File: src/rtl/alarm_pkg.sv
package alarm_pkg;
    localparam int ALM_N   = 2;   // number of alarms
    localparam int FLD_N   = 4;   // field slots per alarm (sec, min, hour, day/date)
    localparam int DW      = 8;
    localparam int AW      = 4;

    localparam logic [AW-1:0] ADDR_CTRL = 4'd0;
    localparam logic [AW-1:0] ADDR_STAT = 4'd1;

    // control bit positions
    localparam int CTL_EN0  = 0;
    localparam int CTL_EN1  = 1;
    localparam int CTL_MODE = 2;

    typedef logic [FLD_N-1:0][DW-1:0] alm_set_t;

    typedef struct packed {
        logic [DW-1:0]           ctrl;
        logic [ALM_N-1:0][FLD_N-1:0][DW-1:0] alm;
    } regs_t;

    typedef struct packed {
        logic [ALM_N-1:0] flg;
    } flag_state_t;

    // alarm 0 occupies 2..5; alarm 1 slot 0 (seconds) does not exist
    function automatic logic slot_valid(input int a, input int f);
        return (a == 0) || (f != 0);
    endfunction

    function automatic logic [AW-1:0] slot_addr(input int a, input int f);
        int r;
        r = (a == 0) ? (2 + f) : (5 + f);
        return AW'(r);
    endfunction
endpackage

File: src/rtl/alarm_cmp.sv
module alarm_cmp
    import alarm_pkg::*;
(
    input  alm_set_t     al,
    input  logic [6:0]   t_sec,
    input  logic [6:0]   t_min,
    input  logic [6:0]   t_hour,
    input  logic [5:0]   t_dow,
    input  logic [5:0]   t_date,
    output logic         match
);
    logic       sec_ok, min_ok, hr_ok, dd_ok;
    logic [5:0] dd_pick;

    always_comb begin
        dd_pick = al[3][6] ? t_dow : t_date;
        sec_ok  = al[0][7] | (al[0][6:0] == t_sec);
        min_ok  = al[1][7] | (al[1][6:0] == t_min);
        hr_ok   = al[2][7] | (al[2][6:0] == t_hour);
        dd_ok   = al[3][7] | (al[3][5:0] == dd_pick);
        match   = sec_ok & min_ok & hr_ok & dd_ok;
    end
endmodule

File: src/rtl/flag_ctrl.sv
module flag_ctrl
    import alarm_pkg::*;
(
    input  logic             clk,
    input  logic             rst_n,
    input  logic             tick,
    input  logic [ALM_N-1:0] hit,
    input  logic             clr_we,
    input  logic [ALM_N-1:0] keep_mask,
    output logic [ALM_N-1:0] flags
);
    flag_state_t s_d, s_q;

    always_comb begin
        s_d = s_q;
        if (clr_we) s_d.flg = s_q.flg & keep_mask;
        if (tick)   s_d.flg = s_d.flg | hit;
    end

    always_ff @(posedge clk or negedge rst_n) begin
        if (!rst_n) s_q <= '0;
        else        s_q <= s_d;
    end

    assign flags = s_q.flg;


    flag_rise_on_tick_chk: assert property (@(posedge clk) disable iff (!rst_n)
        (s_q.flg & ~$past(s_q.flg)) != '0 |-> $past(tick));


    flag_fall_on_write_chk: assert property (@(posedge clk) disable iff (!rst_n)
        ($past(s_q.flg) & ~s_q.flg) != '0 |-> $past(clr_we));


    set_wins_chk: assert property (@(posedge clk) disable iff (!rst_n)
        (tick && clr_we && hit[0]) |=> flags[0]);
endmodule

File: src/rtl/alarm_unit.sv
module alarm_unit
    import alarm_pkg::*;
(
    input  logic         clk,
    input  logic         rst_n,
    input  logic         tick,
    input  logic [6:0]   now_sec,
    input  logic [6:0]   now_min,
    input  logic [6:0]   now_hour,
    input  logic [5:0]   now_dow,
    input  logic [5:0]   now_date,
    input  logic         reg_we,
    input  logic [3:0]   reg_addr,
    input  logic [7:0]   reg_wdata,
    output logic [7:0]   reg_rdata,
    output logic         irq_n,
    output logic         wave_req
);
    regs_t            r_d, r_q;
    logic [ALM_N-1:0] hit;
    logic [ALM_N-1:0] flags;
    logic             stat_we;

    // register file: next-state
    always_comb begin
        r_d = r_q;
        if (reg_we) begin
            if (reg_addr == ADDR_CTRL) r_d.ctrl = reg_wdata;
            for (int a = 0; a < ALM_N; a++) begin
                for (int f = 0; f < FLD_N; f++) begin
                    if (slot_valid(a, f) && reg_addr == slot_addr(a, f))
                        r_d.alm[a][f] = reg_wdata;
                end
            end
        end
    end

    always_ff @(posedge clk or negedge rst_n) begin
        if (!rst_n) r_q <= '0;
        else        r_q <= r_d;
    end

    // comparators, one per alarm
    for (genvar g = 0; g < ALM_N; g++) begin : g_cmp
        alarm_cmp u_cmp (
            .al     (r_q.alm[g]),
            .t_sec  (now_sec),
            .t_min  (now_min),
            .t_hour (now_hour),
            .t_dow  (now_dow),
            .t_date (now_date),
            .match  (hit[g])
        );
    end

    assign stat_we = reg_we && (reg_addr == ADDR_STAT);

    flag_ctrl u_flags (
        .clk       (clk),
        .rst_n     (rst_n),
        .tick      (tick),
        .hit       (hit),
        .clr_we    (stat_we),
        .keep_mask (reg_wdata[ALM_N-1:0]),
        .flags     (flags)
    );

    // read mux
    always_comb begin
        reg_rdata = '0;
        if (reg_addr == ADDR_CTRL) reg_rdata = r_q.ctrl;
        if (reg_addr == ADDR_STAT) reg_rdata = {{(DW-ALM_N){1'b0}}, flags};
        for (int a = 0; a < ALM_N; a++) begin
            for (int f = 0; f < FLD_N; f++) begin
                if (slot_valid(a, f) && reg_addr == slot_addr(a, f))
                    reg_rdata = r_q.alm[a][f];
            end
        end
    end

    always_comb begin
        irq_n    = !(r_q.ctrl[CTL_MODE] &&
                     ((flags[0] && r_q.ctrl[CTL_EN0]) || (flags[1] && r_q.ctrl[CTL_EN1])));
        wave_req = !r_q.ctrl[CTL_MODE];
    end


    a2_at_zero_sec_chk: assert property (@(posedge clk) disable iff (!rst_n)
        $rose(flags[1]) |-> $past(now_sec) == 7'h00);


    irq_change_cause_chk: assert property (@(posedge clk) disable iff (!rst_n)
        !$stable(irq_n) |-> $past(reg_we || tick));


    wave_idle_low_irq_chk: assert property (@(posedge clk) disable iff (!rst_n)
        wave_req |-> irq_n);
endmodule

File: config.mk
export PLATFORM = sky130hd
export DESIGN_NAME = alarm_unit
export DESIGN_NICKNAME = d
export VERILOG_FILES = /design/src/rtl/alarm_pkg.sv /design/src/rtl/alarm_cmp.sv /design/src/rtl/flag_ctrl.sv /design/src/rtl/alarm_unit.sv
export SDC_FILE = /design/constraint.sdc
export NUM_CORES = 1
export LEC_CHECK = 0
export BUFFER_PORTS_ARGS = -buffer_cell sky130_fd_sc_hd__buf_4
export CORE_MARGIN = 4
export CORE_UTILIZATION = 30
export CTS_BUF_LIST = sky130_fd_sc_hd__clkbuf_8
export DETAILED_ROUTE_END_ITERATION = 10
export PLACE_DENSITY_LB_ADDON = 0.05
export SLEW_MARGIN = 20
export SYNTH_ARGS = -nofsm -noshare
export SYNTH_HDL_FRONTEND = slang
export SYNTH_SLANG_ARGS = --single-unit
export TNS_END_PERCENT = 5
File: constraint.sdc
create_clock -name clk -period 2 [get_ports clk]
set_input_delay 0.4 -clock clk [delete_from_list [all_inputs] [get_ports clk]]
set_output_delay 0.4 -clock clk [all_outputs]
set_load 0.03 [all_outputs]
# == Yosys cells after proc, flatten, opt, wreduce, memory -nomap -nowiden ==
# Index checks and enable logic that the tools add are counted.
# W data, S select, Z words.
# word_totals
output_inout_bits,10
in_bits,49
latch_bits,0
ram_bits,0
regBits,66
mem_count,0
mem_bits_ro,0
# op_classes
n_eq_ne,15
bitwise,15
multipliers,0
n_lt_le_gt_ge,0
reduce_logical,17
muxes,13
add_sub_neg,0
n_div,0
shifts,0
# op_table
cell,count
$mux W8,9
$eq A7 B7 Y1,5
$eq A4 B3 Y1 const B,4
$reduce_and A2 Y1,8
$eq A6 B6 Y1,2
$mux W6,2
$eq A4 B2 Y1 const B,2
$logic_not A7 Y1,1
$or A1 B1 Y1,7
$and A1 B1 Y1,6
$eq A4 B1 Y1 const B,1
$eq A4 B4 Y1 const B,1
$logic_and A1 B1 Y1,4
$logic_not A4 Y1,1
$mux W2,2
$and A2 B2 Y2,1
$logic_not A1 Y1,2
$or A2 B2 Y2,1
$logic_or A1 B1 Y1,1

# == Longest topological paths before layout ==
# Gate-level depths: netlist of the first run.
# logic_depth
word_depth,10
depth_mapped,7
depth_no_buf,5

# == Modules after synthesis ==
# Synthesis of the first run repeated with hierarchy kept, for this count alone.
# unflattened
cells_unflattened,329
hier_area_um2,4033.9
# by_module_without_submodules
module,area_each_um2,instances,cells_each
alarm_unit,3200.6,1,235
alarm_cmp,376.6,2,44
flag_ctrl,80.1,1,6

# == Worst setup path after synthesis of the first run ==
# Ideal clock, no wire load.
# synth_path
path_type,input-to-output
start,input port reg_addr[0]
end,output port reg_rdata[5]
arrival_ns,1.848
required_ns,1.600
n_path_buf,2
setup_slack_ns,-0.248
cell_stages,6
path_cell_list,buf_2 -> buf_2 -> o21ai_0 -> o21ai_0 -> a222oi_1 -> o31ai_1
# synth_between
elab_chain_cells,10
elab_cells_between_ends,18
classes_between,eq/ne (8); mux (9); reduce/logical (1)
# synth_lines
item,line_no,source
"start, declared",alarm_unit.sv:13,"input logic [3:0] reg_addr,"
$logic_not A4 Y1,alarm_unit.sv:71,if (reg_addr == ADDR_CTRL) reg_rdata = r_q.ctrl;
$mux W8,alarm_unit.sv:71,
$mux W8,alarm_unit.sv:72,"if (reg_addr == ADDR_STAT) reg_rdata = {{(DW-ALM_N){1'b0}}, flags};"
$mux W8 (6 in a row),alarm_unit.sv:75,"if (slot_valid(a, f) && reg_addr == slot_addr(a, f))"
$mux W8 (*),alarm_unit.sv:75,
"end, declared",alarm_unit.sv:15,"output logic [7:0] reg_rdata,"
# Every way passes the cells marked *; elsewhere a longest branch is shown, timed or not.

# == Worst setup path in the final report of the first run ==
# layout_path
start,register r_q[48] (netlist name)
end,output port reg_rdata[0]
# layout_between
elab_chain_cells,2
# layout_lines
item,line_no,source
"start, declared",alarm_unit.sv:19,"regs_t r_d, r_q;"
"start signal, assigned",alarm_unit.sv:40,else r_q <= r_d;
$mux W8 (2 in a row),alarm_unit.sv:75,
# Every way passes these cells.

==> flow_metrics.env, run 1 <==
export IMPL_post_synth_and_or_nand_nor_area_fraction=0.07942
export IMPL_yosysSeqAreaShare=0.4424
export IMPL_cp_end_kind="output pin"
export IMPL_place_congestion=0.7799
export IMPL_finalSetupViolCount=4
export IMPL_final_util=0.4022
export IMPL_initial_core_util=0.3083
export IMPL_clk_latency_ns=0.34
export IMPL_core_area_um2=12110
export IMPL_cp_start_kind="flop"
export IMPL_grt_usage=0.1641
export IMPL_yosys_top_cells_area="dfrtp_1, mux2_2, mux2i_1"
export IMPL_synth_edf_count=0
export IMPL_antenna_found_initial=0
export IMPL_use_met2=0.2655
export IMPL_ir_worst_vdd_v=0.0004076
export IMPL_timing_final_ws_setup_ns=-0.07610
export IMPL_dieArea_um2=14290
export IMPL_fin_nets=453
export IMPL_cp_required_ns=1.60
export IMPL_synth_cells=315
export IMPL_leakagePower_uw=0.002141
export IMPL_synth_mux_area_fraction=0.2815
export IMPL_grt_busiest_layer="met2"
export IMPL_diodes=0
export IMPL_synthAdderAreaFrac=0
export IMPL_top_level_ports=59
export IMPL_slew_headroom=0.6725
export IMPL_yosysUniqueCellTypes=37
export IMPL_final_cell_mix="buf_4, mux2_2, dfrtp_1"
export IMPL_synthesis_area_um2=3734
export IMPL_area_growth_pct=30.46
export IMPL_die_y_um=119.6
export IMPL_drt_iter0_drc=147
export IMPL_tightest_slew_ns=0.4912
export IMPL_period_share=1.038
export IMPL_synth_warnings=0
export IMPL_yosysTopAreaCell="dfrtp_1"
export IMPL_cts_sinks=66
export IMPL_num_rows=40
export IMPL_timing_hold_ws_ns=0.02003
export IMPL_final_common_cell="buf_4"
export IMPL_critPathKind="reg -> out"
export IMPL_fin_crit_ns=2.076
export IMPL_layout_drive_gt1_share=0.4510
export IMPL_total_power_uw=4558
export IMPL_synthArstFlopShare=1.000
export IMPL_vias=2785
export IMPL_pwr_density_cell_nw_per_um2=935.7
export IMPL_grt_pass1_vias=3065
export IMPL_drc=0
export IMPL_cts_hold_buf=0
export IMPL_overflow=0
export IMPL_synth_compound_area_frac=0.06736
export IMPL_critPathArrivalTime_ns=1.68
export IMPL_vias_per_cell=4.835
export IMPL_cts_tree="built"
export IMPL_netlist_area_leader_share=0.4424
export IMPL_fin_area_um2=4871
export IMPL_wl_per_cell_um=19.69
export IMPL_synth_ff_type="dfrtp_1"
export IMPL_ant_nets=0
export IMPL_clk_pin_slew_worst_paths_ns=0.07
export IMPL_hp_class="in -> async"
export IMPL_critPathMaxFanout=3
export IMPL_rsz0062_at_grt="true"
export IMPL_drt_wl_total_mm=11.34
export IMPL_dp_slack_ns=-0.07938
export IMPL_grt_use_met3=0.03205
export IMPL_violations="negative setup slack"
export IMPL_grt_pass1_wl_mm=17.53
export IMPL_root_buffer="clkbuf_8"
export IMPL_grt_max_degree=36
export IMPL_h_tree_depth=3
export IMPL_dieWidth_um=119.6
export IMPL_status="complete, but fails checks"
export IMPL_ys_seq_elements=66
export IMPL_synth_xor_area_frac=0.1103
export IMPL_synth_nets=364
export IMPL_cts_buffers=9
export IMPL_maxCapViolations=0
export IMPL_first_pass_iters=5
export IMPL_clk_path_buf_depth=2
export IMPL_skew_ns=0.009653
export IMPL_synth_top_family_by_area="multiplexers"
export IMPL_syn_avg_cell_area_um2=11.85
export IMPL_final_max_slew_violation_count=0
export IMPL_clock_fmax_mhz=481.7
export IMPL_dpl_instance_area_um2=4553
export IMPL_hold_violations=0
export IMPL_grt_use_met1=0.2268
export IMPL_hpwlAfterDp_mm=8.962
export IMPL_io_buffers=58
==> per-stage QoR <==
step	TNS, ns	cells
final	-0.2330	576
after global routing	-0.7743	576
after CTS	-0.4844	572
after detailed placement	-0.08901	551
after global placement	-0.03524	551
after floorplan	-0.1949	315
==> worst paths after layout <==
| check | from | endpoint | slack (ns) | depth (start not counted) |
|---|---|---|---|---|
| setup / recovery | r_q[48] | reg_rdata[0] | -0.08 | 4 |
| hold / removal | rst_n | r_q[46] | 0.02 | 1 |
| setup reg to reg | r_q[30] | u_flags.flags[0] | 0.21 | 7 |
| hold reg to reg | r_q[68] | r_q[68] | 0.51 | 1 |
| max in group asynchronous | rst_n | r_q[50] | 1.47 | 2 |
| min in group clk | reg_wdata[3] | r_q[11] | 0.37 | 2 |
==> area by class of cell <==
cell class | count | area [um^2]
flip-flops and latches | 66 | 1655
inverters | 2 | 7.507
clock buffers | 11 | 151.4
fillers | 1229 | 7241
multi-input cells | 235 | 2037
repair buffers | 90 | 742.0
well taps | 168 | 210.2
clock inverters | 4 | 67.56
==> worst max-delay path, stage by stage, from the launching register on <==
cell	delay (ns)
dfrtp_1	0.42
mux4_2	0.47
mux2i_1	0.17
o21ai_1	0.10
buf_4	0.18
==> power by group <==
group | internal, uW | total (uW) | switching, uW
registers | 1650 | 1970 | 322
clock network | 756 | 1280 | 524
logic | 733 | 1310 | 576
==> synth_stat cells, types with 2 or more instances <==
library cell and number:
clkbuf_1 2, o22ai_1 9, xnor2_1 26, nor2b_1 2, nand2b_1 3, o31ai_1 3, inv_1 2, buf_2 9
a21oi_1 4, dfrtp_1 66, nand4_1 3, mux4_2 4, nand3b_1 2, nor4_1 7, a222oi_1 2, mux2_2 64
o21ai_0 11, nand2_1 23, nor2_1 5, xor2_1 21, a41oi_1 2, a22oi_1 4, a31oi_1 2, nand3_1 3
mux2i_1 24
==> flip-flops by register name, summed over array words and instances, names as in the netlist <==
| name | count |
|---|---|
| u_flags.flags | 2 |
| r_q | 64 |
==> per-layer routing <==
metal,vias to the layer above,part of all wire,wire length [um]
li1,1336,-,-
met1,1388,0.48,5403
met2,54,0.48,5430
met3,7,0.037,415
met4,0,0.0080,91
met5,-,0,0
==> what timing repair did <==
action / CTS / global route
endpoints found under the setup margin: 5 / 8
buffers inserted: 6 / 4
pin swaps: 4 / 1
resized for setup: 7 / 5
==> kinds of logic after synthesis <==
logic type             after synthesis
XOR/XNOR                            47
AND/OR/NAND/NOR                     57
AO/OA/AOI/OAI                       39
buffers and inverters               14
flip-flops                          66
multiplexers                        92
Power figures use the tool's default switching activity.
==> run 2, diff against run 1 <==
Settings changed: ABC_AREA set to 1.
==> flow_metrics.env, run 2 <==
export IMPL_status="completed"
export IMPL_synth_edf_count=0
export IMPL_ir_worst_vdd_v=0.0004064
export IMPL_total_power_uw=4312
export IMPL_core_area_um2=13830
export IMPL_synthesis_area_um2=4215
export IMPL_skew_ns=0.008131
export IMPL_wl_per_cell_um=15.82
export IMPL_area_growth_pct=22.35
export IMPL_yosysUniqueCellTypes=32
export IMPL_cts_buffers=9
export IMPL_h_tree_depth=3
export IMPL_syn_avg_cell_area_um2=7.073
export IMPL_clk_path_buf_depth=2
export IMPL_dieArea_um2=16010
export IMPL_nFillCells=1462
export IMPL_timing_rr_end="u_flags.flags[1]"
export IMPL_final_cell_count_no_fill=848
export IMPL_cts_tree="built"
export IMPL_critPathKind="in -> out"
export IMPL_ys_seq_elements=66
export IMPL_timing_hold_ws_ns=0.2927
export IMPL_io_buffers=58
export IMPL_placed_cells=827
export IMPL_tightest_slew_ns=0.5733
export IMPL_crit_end="reg_rdata[6]"
export IMPL_synthArstFlopShare=1.000
export IMPL_vias_per_cell=4.548
export IMPL_drt_iter0_drc=180
export IMPL_critPathArrivalTime_ns=1.56
export IMPL_leakagePower_uw=0.002674
export IMPL_period_share=0.9780
export IMPL_largest_reg_flops=64
export IMPL_fin_crit_ns=1.956
export IMPL_wl_met3_um=588
export IMPL_regToRegSetupSlack_ns=0.38
export IMPL_wl_met1_mm=6.387
export IMPL_yosysSeqAreaShare=0.3918
export IMPL_hold_violations=0
export IMPL_num_rows=43
export IMPL_rsz0062_at_grt="true"
export IMPL_r2r_cells=10
export IMPL_cts_sinks=66
export IMPL_yosys_top_cells_area="dfrtp_1, nand2_1, inv_1"
export IMPL_fin_nets=712
export IMPL_dieWidth_um=126.5
export IMPL_grt_usage=0.1717
export IMPL_maxCapViolations=0
export IMPL_clk_latency_ns=0.36
export IMPL_p_int_uw=2786
export IMPL_clk_pin_slew_worst_paths_ns=0.07
export IMPL_synth_warnings=0
export IMPL_top_register="r_q"
export IMPL_critPathMaxFanout=8
export IMPL_die_y_um=126.5
export IMPL_synth_ff_type="dfrtp_1"
export IMPL_hp_class="in -> reg"
export IMPL_cp_required_ns=1.60
export IMPL_overflow=0
export IMPL_final_max_slew_violation_count=0
export IMPL_clock_power_share=0.283
export IMPL_antenna_found_initial=0
export IMPL_drt_wl_total_mm=13.42
export IMPL_switching_share=0.3538
export IMPL_wl_met2_mm=6.178
export IMPL_fin_area_um2=5157
export IMPL_synth_cells=596
export IMPL_timing_rr_start="r_q[62]"
export IMPL_final_common_cell="nand2_1"
export IMPL_layout_drive_gt1_share=0.2380
export IMPL_first_pass_iters=4
export IMPL_grt_pass1_vias=3731
export IMPL_yosys_cell_count_top_type="nand2_1"
export IMPL_ant_nets=0
export IMPL_dpl_instance_area_um2=4851
export IMPL_power_frac_seq=0.445
export IMPL_slew_headroom=0.6173
export IMPL_diodes=0
export IMPL_final_util=0.3730
export IMPL_vias=3857
export IMPL_crit_path_start="reg_addr[1]"
export IMPL_top_level_ports=59
export IMPL_finalSetupViolCount=0
export IMPL_yosysTopAreaCell="dfrtp_1"
export IMPL_combPwrFrac=0.272
export IMPL_top_layer="met4"
export IMPL_cp_start_kind="input pin"
export IMPL_grt_max_degree=35
export IMPL_netlist_area_leader_share=0.3918
export IMPL_drc=0
export IMPL_hpwlAfterDp_mm=10.49
export IMPL_final_cell_mix="nand2_1, inv_1, buf_4, dfrtp_1, nor2_1"
export IMPL_place_congestion=0.8572
export IMPL_grt_pass1_wl_mm=20.94
export IMPL_synthTopCellsByCount="nand2_1, inv_1, dfrtp_1, nor2_1, o21ai_2"
export IMPL_p_switching_uw=1526
export IMPL_synth_nets=645
export IMPL_clock_fmax_mhz=511.2
export IMPL_cp_end_kind="output pin"
export IMPL_root_buffer="clkbuf_8"
export IMPL_initial_core_util=0.3049
export IMPL_pwr_density_cell_nw_per_um2=836.0
-- run 2: changes by cell type after synthesis, sizes merged, moves of 4 or more --
cell,change
nand2,+219
inv,+78
mux2,-64
o21ai,+63
nor2,+40
mux2i,-24
nand3,+24
xor2,-15
xnor2,-12
o22ai,-8
nor4,-6
o211ai,+6
a22oi,-4
mux4,-4
-- run 2: worst min path at each step --
stage | to | slack, ns | cells after the start | from
floorplan | r_q[0] | 0.10 | 0 | rst_n
global placement | r_q[10] | 0.40 | 1 | rst_n
detailed placement | r_q[10] | 0.39 | 1 | rst_n
CTS | u_flags.flags[0] | 0.27 | 3 | reg_wdata[0]
global route | u_flags.flags[0] | 0.27 | 3 | reg_wdata[0]
finish | u_flags.flags[0] | 0.29 | 3 | reg_wdata[0]
-- run 2: kinds of logic (layout without fill, tap and decap cells) --
kind of cell,Yosys count,in the layout,share of synthesized area
buffers and inverters,94,166,0.09617
XOR/XNOR,20,20,0.04156
flip-flops,66,66,0.3918
AO/OA/AOI/OAI,86,86,0.1336
AND/OR/NAND/NOR,330,330,0.3369
-- run 2: per-stage QoR --
| step | setup slack (ns) | TNS, ns |
|---|---|---|
| after floorplan | 0.3379 | 0 |
| after global placement | -0.02335 | -0.02335 |
| after detailed placement | -0.01916 | -0.02471 |
| after CTS | -0.01967 | -0.05143 |
| after global routing | -0.02295 | -0.1078 |
| final | 0.04398 | 0 |
-- run 2: what timing repair did --
item | CTS | global route
endpoints found under the hold margin | 9 | 0
pin swaps | 0 | 5
setup endpoints to repair | 6 | 7
resized for setup | 3 | 16
hold buffers | 1 | 0
setup buffers | 0 | 4
cloned | 0 | 0
-- run 2: area by class of cell --
cell class,count,area [um^2],share of cell area
clock buffer,12,165.2,0.03202
clock inverter,4,48.80,0.009461
inverter,81,312.8,0.06065
multi-input combinational,436,2203,0.4272
sequential,66,1653,0.3205
tap,180,225.2,0.04367
timing repair buffer,69,549.3,0.1065
-- run 2: worst max-delay path, cell delays in order --
cell     delay [ns]
buf_4          0.13
inv_2          0.08
nand2_2        0.12
nor2_4         0.20
nand2_1        0.12
nand4_1        0.16
a21oi_1        0.06
nand4_1        0.11
buf_4          0.17
-- run 2: power by group through the flow --
| stage | Combinational [uW] | Sequential, uW | Clock [uW] |
|---|---|---|---|
| 2_1_floorplan | 841 | 1800 | 0 |
| 3_3_place_gp | 1150 | 1940 | 0 |
| 3_5_place_dp | 1160 | 1940 | 0 |
| 4_1_cts | 1170 | 1920 | 1260 |
| 5_1_grt | 1340 | 1960 | 1310 |
| 6_report | 1170 | 1920 | 1220 |
-- run 2: routing by layer --
| layer | global-route usage | vias up |
|---|---|---|
| met5 | 0 | - |
| met4 | 0.05931 | 0 |
| met3 | 0.03116 | 18 |
| met2 | 0.2733 | 76 |
| met1 | 0.2348 | 1770 |
| li1 | - | 1993 |
==> run 3, diff against run 2 <==
Settings changed: CAP_MARGIN set to 10, CTS_BUF_LIST sky130_fd_sc_hd__clkbuf_8 to sky130_fd_sc_hd__clkbuf_4.
==> flow_metrics.env, run 3 (synthesis results as in run 2) <==
export IMPL_hp_class="in -> reg"
export IMPL_vias=3892
export IMPL_tightest_slew_ns=0.5826
export IMPL_overflow=0
export IMPL_root_buffer="clkbuf_4"
export IMPL_antenna_found_initial=0
export IMPL_hold_violations=0
export IMPL_grt_pass1_wl_mm=21.25
export IMPL_pwr_density_cell_nw_per_um2=780.4
export IMPL_largest_reg_flops=64
export IMPL_area_growth_pct=24.25
export IMPL_clock_power_share=0.215
export IMPL_cp_required_ns=1.60
export IMPL_timing_rr_start="r_q[62]"
export IMPL_cts_sinks=66
export IMPL_power_frac_seq=0.465
export IMPL_min_from="reg_wdata[0]"
export IMPL_fin_nets=727
export IMPL_seq_area_um2=1652
export IMPL_ant_nets=0
export IMPL_first_pass_iters=4
export IMPL_drt_iter0_drc=174
export IMPL_rsz0062_at_grt="true"
export IMPL_h_tree_depth=3
export IMPL_ir_worst_vdd_v=0.0004199
export IMPL_fin_crit_ns=1.995
export IMPL_io_buffers=58
export IMPL_cp_end_kind="output pin"
export IMPL_wl_per_cell_um=15.73
export IMPL_max_stage_delay_ns=0.17
export IMPL_die_y_um=126.5
export IMPL_top_level_ports=59
export IMPL_period_share=0.9973
export IMPL_leakagePower_uw=0.002735
export IMPL_switching_share=0.3731
export IMPL_final_max_slew_violation_count=0
export IMPL_vias_per_cell=4.510
export IMPL_dpl_instance_area_um2=4851
export IMPL_placed_cells=827
export IMPL_grt_usage=0.1741
export IMPL_initial_core_util=0.3049
export IMPL_cp_slowest_cell="and3_1"
export IMPL_combPwrFrac=0.320
export IMPL_slew_headroom=0.6112
export IMPL_cp_start_kind="input pin"
export IMPL_multiInputGateArea_um2=2238
export IMPL_timing_rr_end="u_flags.flags[1]"
export IMPL_final_cell_count_no_fill=863
export IMPL_whs_endpoint="u_flags.flags[0]"
export IMPL_r2r_cells=10
export IMPL_critPathKind="in -> out"
export IMPL_clk_pin_slew_worst_paths_ns=0.10
export IMPL_final_cell_mix="nand2_1, buf_4, dfrtp_1"
export IMPL_status="completed"
export IMPL_top_register="r_q"
export IMPL_grt_pass1_vias=3801
export IMPL_dieArea_um2=16010
export IMPL_core_area_um2=13830
export IMPL_drt_wl_total_mm=13.57
export IMPL_maxCapViolations=0
export IMPL_p_int_uw=2562
export IMPL_p_switching_uw=1525
export IMPL_hpwlAfterDp_mm=10.49
export IMPL_num_rows=43
export IMPL_grt_max_degree=35
export IMPL_finalSetupViolCount=0
export IMPL_skew_ns=0.01457
export IMPL_cts_tree="built"
export IMPL_crit_chain="buf_4, inv_2, nor2_4, nand2_1, inv_2, nand2_1, and3_1, nand3_1, nor2_2, nand3_2, buf_6"
export IMPL_hold_depth=3
export IMPL_critPathMaxFanout=5
export IMPL_place_congestion=0.8572
export IMPL_final_common_cell="nand2_1"
export IMPL_nFillCells=1467
export IMPL_critPathArrivalTime_ns=1.59
export IMPL_dieWidth_um=126.5
export IMPL_drc=0
export IMPL_fin_area_um2=5238
export IMPL_cts_buffers=9
export IMPL_clock_fmax_mhz=501.3
export IMPL_regToRegSetupSlack_ns=0.37
export IMPL_layout_drive_gt1_share=0.2650
export IMPL_clk_latency_ns=0.46
export IMPL_clk_path_buf_depth=2
export IMPL_diodes=0
==> run 3: cell count changes in the layout (fill, tap and decap cells not counted), moves of 3 or more <==
cell	change
clkbuf_4	+9
nand3_2	+5
clkbuf_8	-12
buf_6	+6
nand3_1	-5
inv_1	-4
clkinv_1	+3
inv_2	+5
buf_4	+9
==> run 3: area by class of cell <==
cell class / count / area share
Clock inverter: 7 / 0.01147
Tap cell: 180 / 0.04300
Multi-Input combinational cell: 436 / 0.4274
Timing Repair Buffer: 84 / 0.1307
Sequential cell: 66 / 0.3153
Clock buffer: 9 / 0.01290
Inverter: 81 / 0.05925
==> run 3: power groups by stage <==
stage                     clock (uW)  sequential [uW]  combinational [uW]
after floorplan                    0             1800                 841
final                            879             1900                1310
after global placement             0             1940                1150
after detailed placement           0             1940                1160
after CTS                        915             1910                1270
after global routing             985             1940                1480
==> run 3: what timing repair did <==
| item | 4_1_cts | 5_1_grt |
|---|---|---|
| pin swaps | 6 | 20 |
| gates cloned | 0 | 0 |
| endpoints found under the setup margin | 8 | 8 |
| setup buffers | 11 | 8 |
| hold endpoints to repair | 32 | 0 |
| resized for setup | 22 | 12 |
| hold buffers | 1 | 0 |
==> run 3: through the flow <==
| step | power, uW | setup slack (ns) | util | TNS, ns | hold WS (ns) |
|---|---|---|---|---|---|
| floorplan | 2645 | 0.3379 | - | 0 | 0.1044 |
| global placement | 3088 | -0.02335 | 0.3508 | -0.02335 | 0.3954 |
| detailed placement | 3102 | -0.01916 | 0.3508 | -0.02471 | 0.3936 |
| CTS | 4087 | -0.05870 | 0.3713 | -0.2927 | 0.1689 |
| global route | 4410 | -0.1009 | 0.3788 | -0.7242 | 0.1460 |
| finish | 4087 | 0.005311 | 0.3788 | 0 | 0.2025 |
==> run 3: worst max path at each step <==
stage | startpoint | endpoint | slack, ns | cells after the start
2_1_floorplan | reg_addr[3] | reg_rdata[4] | 0.34 | 8
5_1_grt | r_q[65] | reg_rdata[1] | -0.10 | 7
4_1_cts | r_q[14] | reg_rdata[6] | -0.06 | 5
3_5_place_dp | reg_addr[1] | reg_rdata[7] | -0.02 | 12
3_3_place_gp | reg_addr[1] | reg_rdata[7] | -0.02 | 12
6_report | reg_addr[1] | reg_rdata[4] | 0.005 | 11
==> run 3: layer usage <==
metal,share of wire,track usage,vias to the layer above,routed length (um)
met3,0.044,0.04253,17,593
met5,0,0,-,0
met1,0.48,0.2373,1777,6478
met2,0.46,0.2774,66,6278
met4,0.017,0.04606,0,224
li1,-,-,2032,-
==> run 3: worst max-delay path: cells and delay by family <==
kind                   cells  cell delay [ns]
buffers and inverters      4             0.43
and+or+nand+nor            7             0.76
